## src/rtl/dma_seq_pkg.sv

```systemverilog
package dma_seq_pkg;
    localparam int WORD_W     = 32;
    localparam int DESC_WORDS = 8;
    localparam int IDX_W      = $clog2(DESC_WORDS);
    localparam int ALIGN_W    = $clog2(DESC_WORDS * 4);
    localparam int NXT_W      = WORD_W - ALIGN_W;

    localparam int B_VALID = 31;
    localparam int B_IE    = 8;
    localparam int B_SPSEL = 4;
    localparam int B_CLRV  = 2;

    localparam logic [2:0] SEL_CFG   = 3'd0;
    localparam logic [2:0] SEL_DPTR  = 3'd1;
    localparam logic [2:0] SEL_SPTR  = 3'd2;
    localparam logic [2:0] SEL_BELL  = 3'd3;
    localparam logic [2:0] SEL_IRQ   = 3'd4;
    localparam logic [2:0] SEL_STAT  = 3'd5;
    localparam logic [2:0] SEL_REMN  = 3'd6;

    typedef enum logic [2:0] {
        S_IDLE, S_FETCH, S_CHECK, S_XFER, S_WBACK, S_CLRV, S_NEXT, S_HALT
    } seq_state_t;
endpackage

```

## src/rtl/dma_seq_regs.sv

```systemverilog
module dma_seq_regs
    import dma_seq_pkg::*;
#(
    parameter int LEN_W = 22
) (
    input  logic              clk,
    input  logic              rst_n,
    input  logic [2:0]        reg_sel,
    input  logic              reg_wr,
    input  logic [WORD_W-1:0] reg_wdata,
    output logic [WORD_W-1:0] reg_rdata,
    input  logic              halted,
    input  logic              desc_valid,
    input  logic              db_clr,
    input  logic              load_ptr,
    input  logic [WORD_W-1:0] next_ptr,
    input  logic              done_pulse,
    input  logic              done_ie,
    input  logic [LEN_W-1:0]  remain,
    output logic              enable,
    output logic              db_pend,
    output logic [WORD_W-1:0] desc_ptr,
    output logic [WORD_W-1:0] stat_ptr,
    output logic [WORD_W-1:0] status_word,
    output logic              irq
);
    logic irq_pend, irq_ie;

    assign status_word = {{(WORD_W-3){1'b0}}, db_pend, desc_valid, halted};
    assign irq         = irq_pend & irq_ie;

    always_ff @(posedge clk) begin
        if (!rst_n) begin
            enable   <= 1'b0;
            db_pend  <= 1'b0;
            desc_ptr <= '0;
            stat_ptr <= '0;
            irq_pend <= 1'b0;
            irq_ie   <= 1'b0;
        end else begin
            if (reg_wr && reg_sel == SEL_CFG)  enable   <= reg_wdata[0];
            if (reg_wr && reg_sel == SEL_SPTR) stat_ptr <= {reg_wdata[WORD_W-1:2], 2'b00};
            if (load_ptr)
                desc_ptr <= next_ptr;
            else if (reg_wr && reg_sel == SEL_DPTR)
                desc_ptr <= {reg_wdata[WORD_W-1:ALIGN_W], {ALIGN_W{1'b0}}};
            if (reg_wr && reg_sel == SEL_BELL) db_pend <= 1'b1;
            else if (db_clr)                   db_pend <= 1'b0;
            if (done_pulse) begin
                irq_pend <= 1'b1;
                irq_ie   <= irq_ie | done_ie;
            end else if (reg_wr && reg_sel == SEL_IRQ && reg_wdata[0]) begin
                irq_pend <= 1'b0;
                irq_ie   <= 1'b0;
            end
        end
    end

    always_comb begin
        case (reg_sel)
            SEL_CFG:  reg_rdata = {{(WORD_W-1){1'b0}}, enable};
            SEL_DPTR: reg_rdata = desc_ptr;
            SEL_SPTR: reg_rdata = stat_ptr;
            SEL_IRQ:  reg_rdata = {{(WORD_W-1){1'b0}}, irq_pend};
            SEL_STAT: reg_rdata = status_word;
            SEL_REMN: reg_rdata = {{(WORD_W-LEN_W){1'b0}}, remain};
            default:  reg_rdata = '0;
        endcase
    end


    irq_after_done_chk: assert property (@(posedge clk) disable iff (!rst_n)
        $rose(irq) |-> $past(done_pulse));
endmodule

```

## src/rtl/dma_seq_fsm.sv

```systemverilog
module dma_seq_fsm
    import dma_seq_pkg::*;
#(
    parameter int LEN_W = 22
) (
    input  logic              clk,
    input  logic              rst_n,
    input  logic              enable,
    input  logic              db_pend,
    input  logic [WORD_W-1:0] desc_ptr,
    input  logic [WORD_W-1:0] stat_ptr,
    input  logic [WORD_W-1:0] status_word,
    output logic              mem_req,
    output logic              mem_we,
    output logic [WORD_W-1:0] mem_addr,
    output logic [WORD_W-1:0] mem_wdata,
    input  logic              mem_ack,
    input  logic [WORD_W-1:0] mem_rdata,
    output logic              xfer_start,
    output logic [WORD_W-1:0] xfer_src,
    output logic [WORD_W-1:0] xfer_dst,
    output logic [LEN_W-1:0]  xfer_len,
    input  logic              xfer_done,
    input  logic [LEN_W-1:0]  xfer_remain,
    output logic              db_clr,
    output logic              load_ptr,
    output logic [WORD_W-1:0] next_ptr,
    output logic              done_pulse,
    output logic              done_ie,
    output logic [LEN_W-1:0]  remain_q,
    output logic              desc_valid,
    output logic              halted
);
    seq_state_t state, nxt;
    logic [WORD_W-1:0] dw [DESC_WORDS];
    logic [IDX_W-1:0]  idx;
    logic [1:0]        wb_mode;
    logic [WORD_W-1:0] cmd0_cleared;

    assign wb_mode      = dw[0][1:0];
    assign cmd0_cleared = dw[0] & ~(WORD_W'(1) << B_VALID);

    always_ff @(posedge clk) begin
        if (!rst_n) state <= S_IDLE;
        else        state <= nxt;
    end

    always_comb begin
        nxt = state;
        unique case (state)
            S_IDLE, S_HALT: if (enable && db_pend) nxt = S_FETCH;
            S_FETCH: if (mem_ack && idx == IDX_W'(DESC_WORDS-1)) nxt = S_CHECK;
            S_CHECK: nxt = dw[0][B_VALID] ? S_XFER : S_HALT;
            S_XFER:  if (xfer_done) nxt = S_WBACK;
            S_WBACK: if (wb_mode == 2'd0 || mem_ack) nxt = S_CLRV;
            S_CLRV:  if (!dw[0][B_CLRV] || mem_ack) nxt = S_NEXT;
            S_NEXT:  nxt = S_FETCH;
            default: nxt = S_IDLE;
        endcase
    end

    always_ff @(posedge clk) begin
        if (!rst_n) begin
            idx        <= '0;
            desc_valid <= 1'b0;
            remain_q   <= '0;
            for (int i = 0; i < DESC_WORDS; i++) dw[i] <= '0;
        end else begin
            if (state == S_FETCH && mem_ack) begin
                dw[idx] <= mem_rdata;
                idx     <= idx + 1'b1;
            end
            if (state != S_FETCH) idx <= '0;
            if (state == S_CHECK) desc_valid <= dw[0][B_VALID];
            if (state == S_XFER && xfer_done) remain_q <= xfer_remain;
        end
    end

    always_comb begin
        mem_req    = 1'b0;
        mem_we     = 1'b0;
        mem_addr   = desc_ptr + WORD_W'({idx, 2'b00});
        mem_wdata  = '0;
        xfer_start = (state == S_XFER);
        xfer_src   = dw[2];
        xfer_dst   = dw[4];
        xfer_len   = dw[1][LEN_W-1:0];
        db_clr     = (state == S_IDLE || state == S_HALT) && enable && db_pend;
        load_ptr   = (state == S_NEXT);
        next_ptr   = {dw[DESC_WORDS-1][NXT_W-1:0], {ALIGN_W{1'b0}}};
        done_pulse = (state == S_NEXT);
        done_ie    = dw[0][B_IE];
        halted     = (state == S_IDLE || state == S_HALT);
        unique case (state)
            S_FETCH: mem_req = 1'b1;
            S_WBACK: begin
                mem_req  = (wb_mode != 2'd0);
                mem_we   = 1'b1;
                mem_addr = dw[0][B_SPSEL] ? stat_ptr : desc_ptr + WORD_W'(24);
                unique case (wb_mode)
                    2'd1:    mem_wdata = status_word;
                    2'd2:    mem_wdata = cmd0_cleared;
                    2'd3:    mem_wdata = {{(WORD_W-LEN_W){1'b0}}, remain_q};
                    default: mem_wdata = '0;
                endcase
            end
            S_CLRV: begin
                mem_req   = dw[0][B_CLRV];
                mem_we    = 1'b1;
                mem_addr  = desc_ptr;
                mem_wdata = cmd0_cleared;
            end
            default: ;
        endcase
    end


    mem_hold_chk: assert property (@(posedge clk) disable iff (!rst_n)
        mem_req && !mem_ack |=> mem_req && $stable(mem_addr));

    mem_align_chk: assert property (@(posedge clk) disable iff (!rst_n)
        mem_req |-> mem_addr[1:0] == 2'b00);

    xfer_hold_chk: assert property (@(posedge clk) disable iff (!rst_n)
        xfer_start && !xfer_done |=> xfer_start);

    xfer_excl_chk: assert property (@(posedge clk) disable iff (!rst_n)
        xfer_start |-> !mem_req);
endmodule

```

## src/rtl/dma_desc_seq.sv

```systemverilog
module dma_desc_seq
    import dma_seq_pkg::*;
#(
    parameter int LEN_W = 22
) (
    input  logic              clk,
    input  logic              rst_n,
    input  logic [2:0]        reg_sel,
    input  logic              reg_wr,
    input  logic [WORD_W-1:0] reg_wdata,
    output logic [WORD_W-1:0] reg_rdata,
    output logic              mem_req,
    output logic              mem_we,
    output logic [WORD_W-1:0] mem_addr,
    output logic [WORD_W-1:0] mem_wdata,
    input  logic              mem_ack,
    input  logic [WORD_W-1:0] mem_rdata,
    output logic              xfer_start,
    output logic [WORD_W-1:0] xfer_src,
    output logic [WORD_W-1:0] xfer_dst,
    output logic [LEN_W-1:0]  xfer_len,
    input  logic              xfer_done,
    input  logic [LEN_W-1:0]  xfer_remain,
    output logic              irq
);
    logic              enable, db_pend, db_clr, load_ptr, done_pulse, done_ie;
    logic              desc_valid, halted;
    logic [WORD_W-1:0] desc_ptr, stat_ptr, status_word, next_ptr;
    logic [LEN_W-1:0]  remain_q;

    dma_seq_regs #(.LEN_W(LEN_W)) u_regs (
        .clk(clk), .rst_n(rst_n), .reg_sel(reg_sel), .reg_wr(reg_wr),
        .reg_wdata(reg_wdata), .reg_rdata(reg_rdata), .halted(halted),
        .desc_valid(desc_valid), .db_clr(db_clr), .load_ptr(load_ptr),
        .next_ptr(next_ptr), .done_pulse(done_pulse), .done_ie(done_ie),
        .remain(remain_q), .enable(enable), .db_pend(db_pend),
        .desc_ptr(desc_ptr), .stat_ptr(stat_ptr), .status_word(status_word),
        .irq(irq)
    );

    dma_seq_fsm #(.LEN_W(LEN_W)) u_fsm (
        .clk(clk), .rst_n(rst_n), .enable(enable), .db_pend(db_pend),
        .desc_ptr(desc_ptr), .stat_ptr(stat_ptr), .status_word(status_word),
        .mem_req(mem_req), .mem_we(mem_we), .mem_addr(mem_addr),
        .mem_wdata(mem_wdata), .mem_ack(mem_ack), .mem_rdata(mem_rdata),
        .xfer_start(xfer_start), .xfer_src(xfer_src), .xfer_dst(xfer_dst),
        .xfer_len(xfer_len), .xfer_done(xfer_done), .xfer_remain(xfer_remain),
        .db_clr(db_clr), .load_ptr(load_ptr), .next_ptr(next_ptr),
        .done_pulse(done_pulse), .done_ie(done_ie), .remain_q(remain_q),
        .desc_valid(desc_valid), .halted(halted)
    );
endmodule

```

## config.mk

```make
export PLATFORM = sky130hd
export DESIGN_NAME = dma_desc_seq
export DESIGN_NICKNAME = d
export VERILOG_FILES = /design/src/rtl/dma_seq_pkg.sv /design/src/rtl/dma_seq_regs.sv /design/src/rtl/dma_seq_fsm.sv /design/src/rtl/dma_desc_seq.sv
export SDC_FILE = /design/constraint.sdc
export NUM_CORES = 1
export LEC_CHECK = 0
export BUFFER_PORTS_ARGS = -buffer_cell sky130_fd_sc_hd__buf_4
export CORE_ASPECT_RATIO = 0.9
export CORE_UTILIZATION = 56
export DETAILED_ROUTE_END_ITERATION = 8
export PLACE_DENSITY = 0.92
export SYNTH_ARGS = -nofsm -noshare
export SYNTH_HDL_FRONTEND = slang
export SYNTH_SLANG_ARGS = --single-unit
```

## constraint.sdc

```tcl
create_clock -name clk -period 4 [get_ports clk]
set_input_delay 1 -clock clk [delete_from_list [all_inputs] [get_ports clk]]
set_output_delay 1 -clock clk [all_outputs]
set_load 0.02 [all_outputs]
```

==> metrics <==
Post-DP Area 12,900 µm²; DR top layer met4; slew at the pin closest to its max-slew limit 1.125 ns; Seq/Total Area, Yosys 0.5773; mean post-synth cell area 11.20 µm²; NetSw 0.001599 W; Worst-path clk slew about 0.060 ns; TritonCTS Buffers 24; met3 WL 3116 µm; Int Pwr 0.004454 W; #FFs+latches synth 235; Die Y-Extent 132.9 µm; drt pass-1 iters 6; Final Max Slew Viols 0; H-tree depth 1; CP endpoint kind output pin; ant diodes 0; Final Power 0.006053 W; xor and xnor area share after synthesis 0.0008214; DP Cell Count 1,425; clock power share 0.388; commonest non-fill, non-tap cell in the layout buf_4; worst min-delay path category flop to flop; maxcap violations 0; Leakage 5.844 nW; DRT met1 WL 12,150 µm; global-route wire length before repair 47,030 µm; design area between 10,000 and 15,000 µm²; status finished clean; Max Clk Rate around 0.26 GHz; final wirelength 30,970 µm; Synth Instances 952; CP arrival 2.79 ns; r2r setup slk 1.43 ns; vias in the first global route 8,491; Post-Syn Area 10,660 µm²; Buffers on Ports roughly 280; CP Cell Sequence ha_2 > nand3_1 > nor2_2 > buf_4 > a22o_1 > buf_4; compound-gate portion of the synthesized area 0.1375; clk sinks 235; Crit Path Category flop to output pin; final non-filler cell total 1,469; Post-synth top flop edfxtp_1; Routed met2 length between 10,000 and 15,000 µm; Async S/R FF share, synth 0; most frequent cells in the layout 295 x buf_4, 163 x nand2_1, 157 x and2_1; Die X around 150 µm; Clk Latency, worst-skew pair 0.51 ns; die area 19,600 µm²; final setup vio count 0; Period Utilization, post-route 0.9486; CTS tree done; combinational family with the most area after synthesis simple AND/OR/NAND/NOR gates; Filler cells 1,226; worst reg2reg path endpoint u_fsm.dw[0][27]; most used cell along the critical path buf_4; Hold Path End u_regs.stat_ptr[12]; Peak supply drop just under 0.4 mV; io pins 280; clk_skew between 0.01 and 0.015 ns; total gr overflow 0; power density cells roughly 440 nW/µm²; worst path required time 3.00 ns; RSZ-0062 raised after global routing no; combinational share of power 0.156; Net count, final 1,303; Slew headroom 0.2484; Tmin final around 3.8 ns; area delta synth->final 28.89%; Synth cell types 58; share of layout cells above drive strength 1 0.2949; largest net degree at the start of global routing 90; sequential power share 0.457; Post-Synth Simple-Gate Area 0.1958; Final Hold Fails 0; worst hold path depth 2; Final Wtd Congestion around 0.93; DRC violations left 0; clock root cell clkbuf_16; DPL Wire Length around 21,000 µm; startpoint of the worst hold path u_regs.stat_ptr[12]; Sw Ratio 0.2642; Core ar. roughly 19,000 µm²; initial antenna violation count 0; Final WS setup 0.2056 ns; Yosys Warn Count 0; Critical Path Slowest Stage Cell dfxtp_1; WL/cell between 20 and 25 µm; Setup WS pre-CTS 0.6205 ns; FP Rows 47; vias around 8.5k; cells on worst reg2reg path 7; Initial Util 0.5756; reg2reg start u_fsm.state[2]; antenna viol nets, final 0; max incr delay on CP 0.68 ns; post-synthesis mux area share 0.05081; GRT Total Usage 0.3139; final setup TNS 0 ns; EDFF count, synth 145; CP Max Fanout 28; Startpoint Class flop; number of DRC markers in iteration 0 791; Hold Buf Count CTS 0; clk buf depth 3; post-DR vias/cell 5.818; synthesized-area fraction occupied by adder cells 0.003520
==> per-stage QoR <==
stage               hold slack, ns  utilization
finish                      0.4715       0.7419
global route                0.4995       0.7419
CTS                         0.4705       0.7418
detailed placement          0.4628       0.6967
global placement            0.4532       0.6967
floorplan                   0.4438            -
==> layer usage <==
layer / vias up / GRT usage
met5: - / 0
met4: 0 / 0.1300
met3: 75 / 0.07759
met2: 476 / 0.4921
met1: 4141 / 0.4174
li1: 3855 / -
==> flip-flops by register name, indices dropped and copies added (netlist names), 3 cells and up <==
signal / cells
u_fsm.dw: 145
u_fsm.idx: 3
u_fsm.remain_q: 22
u_fsm.state: 3
u_regs.desc_ptr: 27
u_regs.stat_ptr: 30
==> worst max path at each step <==
stage          cells past startpoint           start  slack [ns]             to
4_1_cts                            6  u_fsm.state[2]         0.1  mem_wdata[12]
2_1_floorplan                      6      reg_sel[1]        0.76  reg_rdata[12]
3_5_place_dp                       4      reg_sel[0]        0.62  reg_rdata[11]
5_1_grt                            6  u_fsm.state[2]        0.07  mem_wdata[12]
6_report                           6  u_fsm.state[2]        0.21  mem_wdata[12]
3_3_place_gp                       4      reg_sel[0]        0.63  reg_rdata[11]
==> final cells by class <==
type | count | area, µm² | share of cell area
well taps | 245 | 306.5 | 0.02231
clock buffers | 32 | 693.2 | 0.05044
multi-input cells | 642 | 4200 | 0.3056
inverters | 8 | 30.03 | 0.002185
repair buffers | 295 | 2215 | 0.1611
clock inverters | 12 | 142.6 | 0.01038
flip-flops and latches | 235 | 6156 | 0.4479
==> cells by family after synthesis <==
logic type / after synthesis
DFF: 235
xor gates and xnor gates: 1
other: 1
buffers and inverters: 77
adders and majority gates: 3
muxes: 54
AOI/OAI and AO/OA: 184
and+or+nand+nor: 397
==> power by group through the flow <==
stage / Combinational [W] / Sequential (W) / Clock (W)
final: 0.000943 / 0.00276 / 0.00235
after global routing: 0.00100 / 0.00277 / 0.00244
after CTS: 0.000930 / 0.00276 / 0.00236
after detailed placement: 0.000921 / 0.00281 / 0
after global placement: 0.000891 / 0.00280 / 0
after floorplan: 0.000552 / 0.00282 / 0
==> synth_stat cells, drive strengths merged, types with 3 or more instances <==
cell type  count  area, µm²
and3           4      25.02
nand3          5      30.03
nor3          11      75.07
dfxtp         90       1802
buf           34      198.9
a21oi          6      30.03
and2         157      982.2
a22o          46      402.9
mux2i         53      530.5
o21ai         26      133.9
ha             3      37.54
nand2b        11      76.32
a21boi        53      397.9
inv            8      30.03
edfxtp       145       4354
nor2          26      115.1
clkbuf        35      131.4
nor2b         10      62.56
a22oi         11      82.58
nand2        163      611.8
o211a         27      270.3
==> worst max-delay path: cells and delay by family, from the launching register on <==
kind                       cells  cell delay [ns]
AOI/OAI and AO/OA              1             0.26
adders and majority gates      1             0.48
buffers and inverters          2             0.48
DFF                            1             0.68
and+or+nand+nor                2             0.37
==> what timing repair did <==
action	in CTS	in global routing
setup buffers	0	0
gates resized for setup	0	1
setup endpoints to repair	0	17
Power figures use the tool's default switching activity.
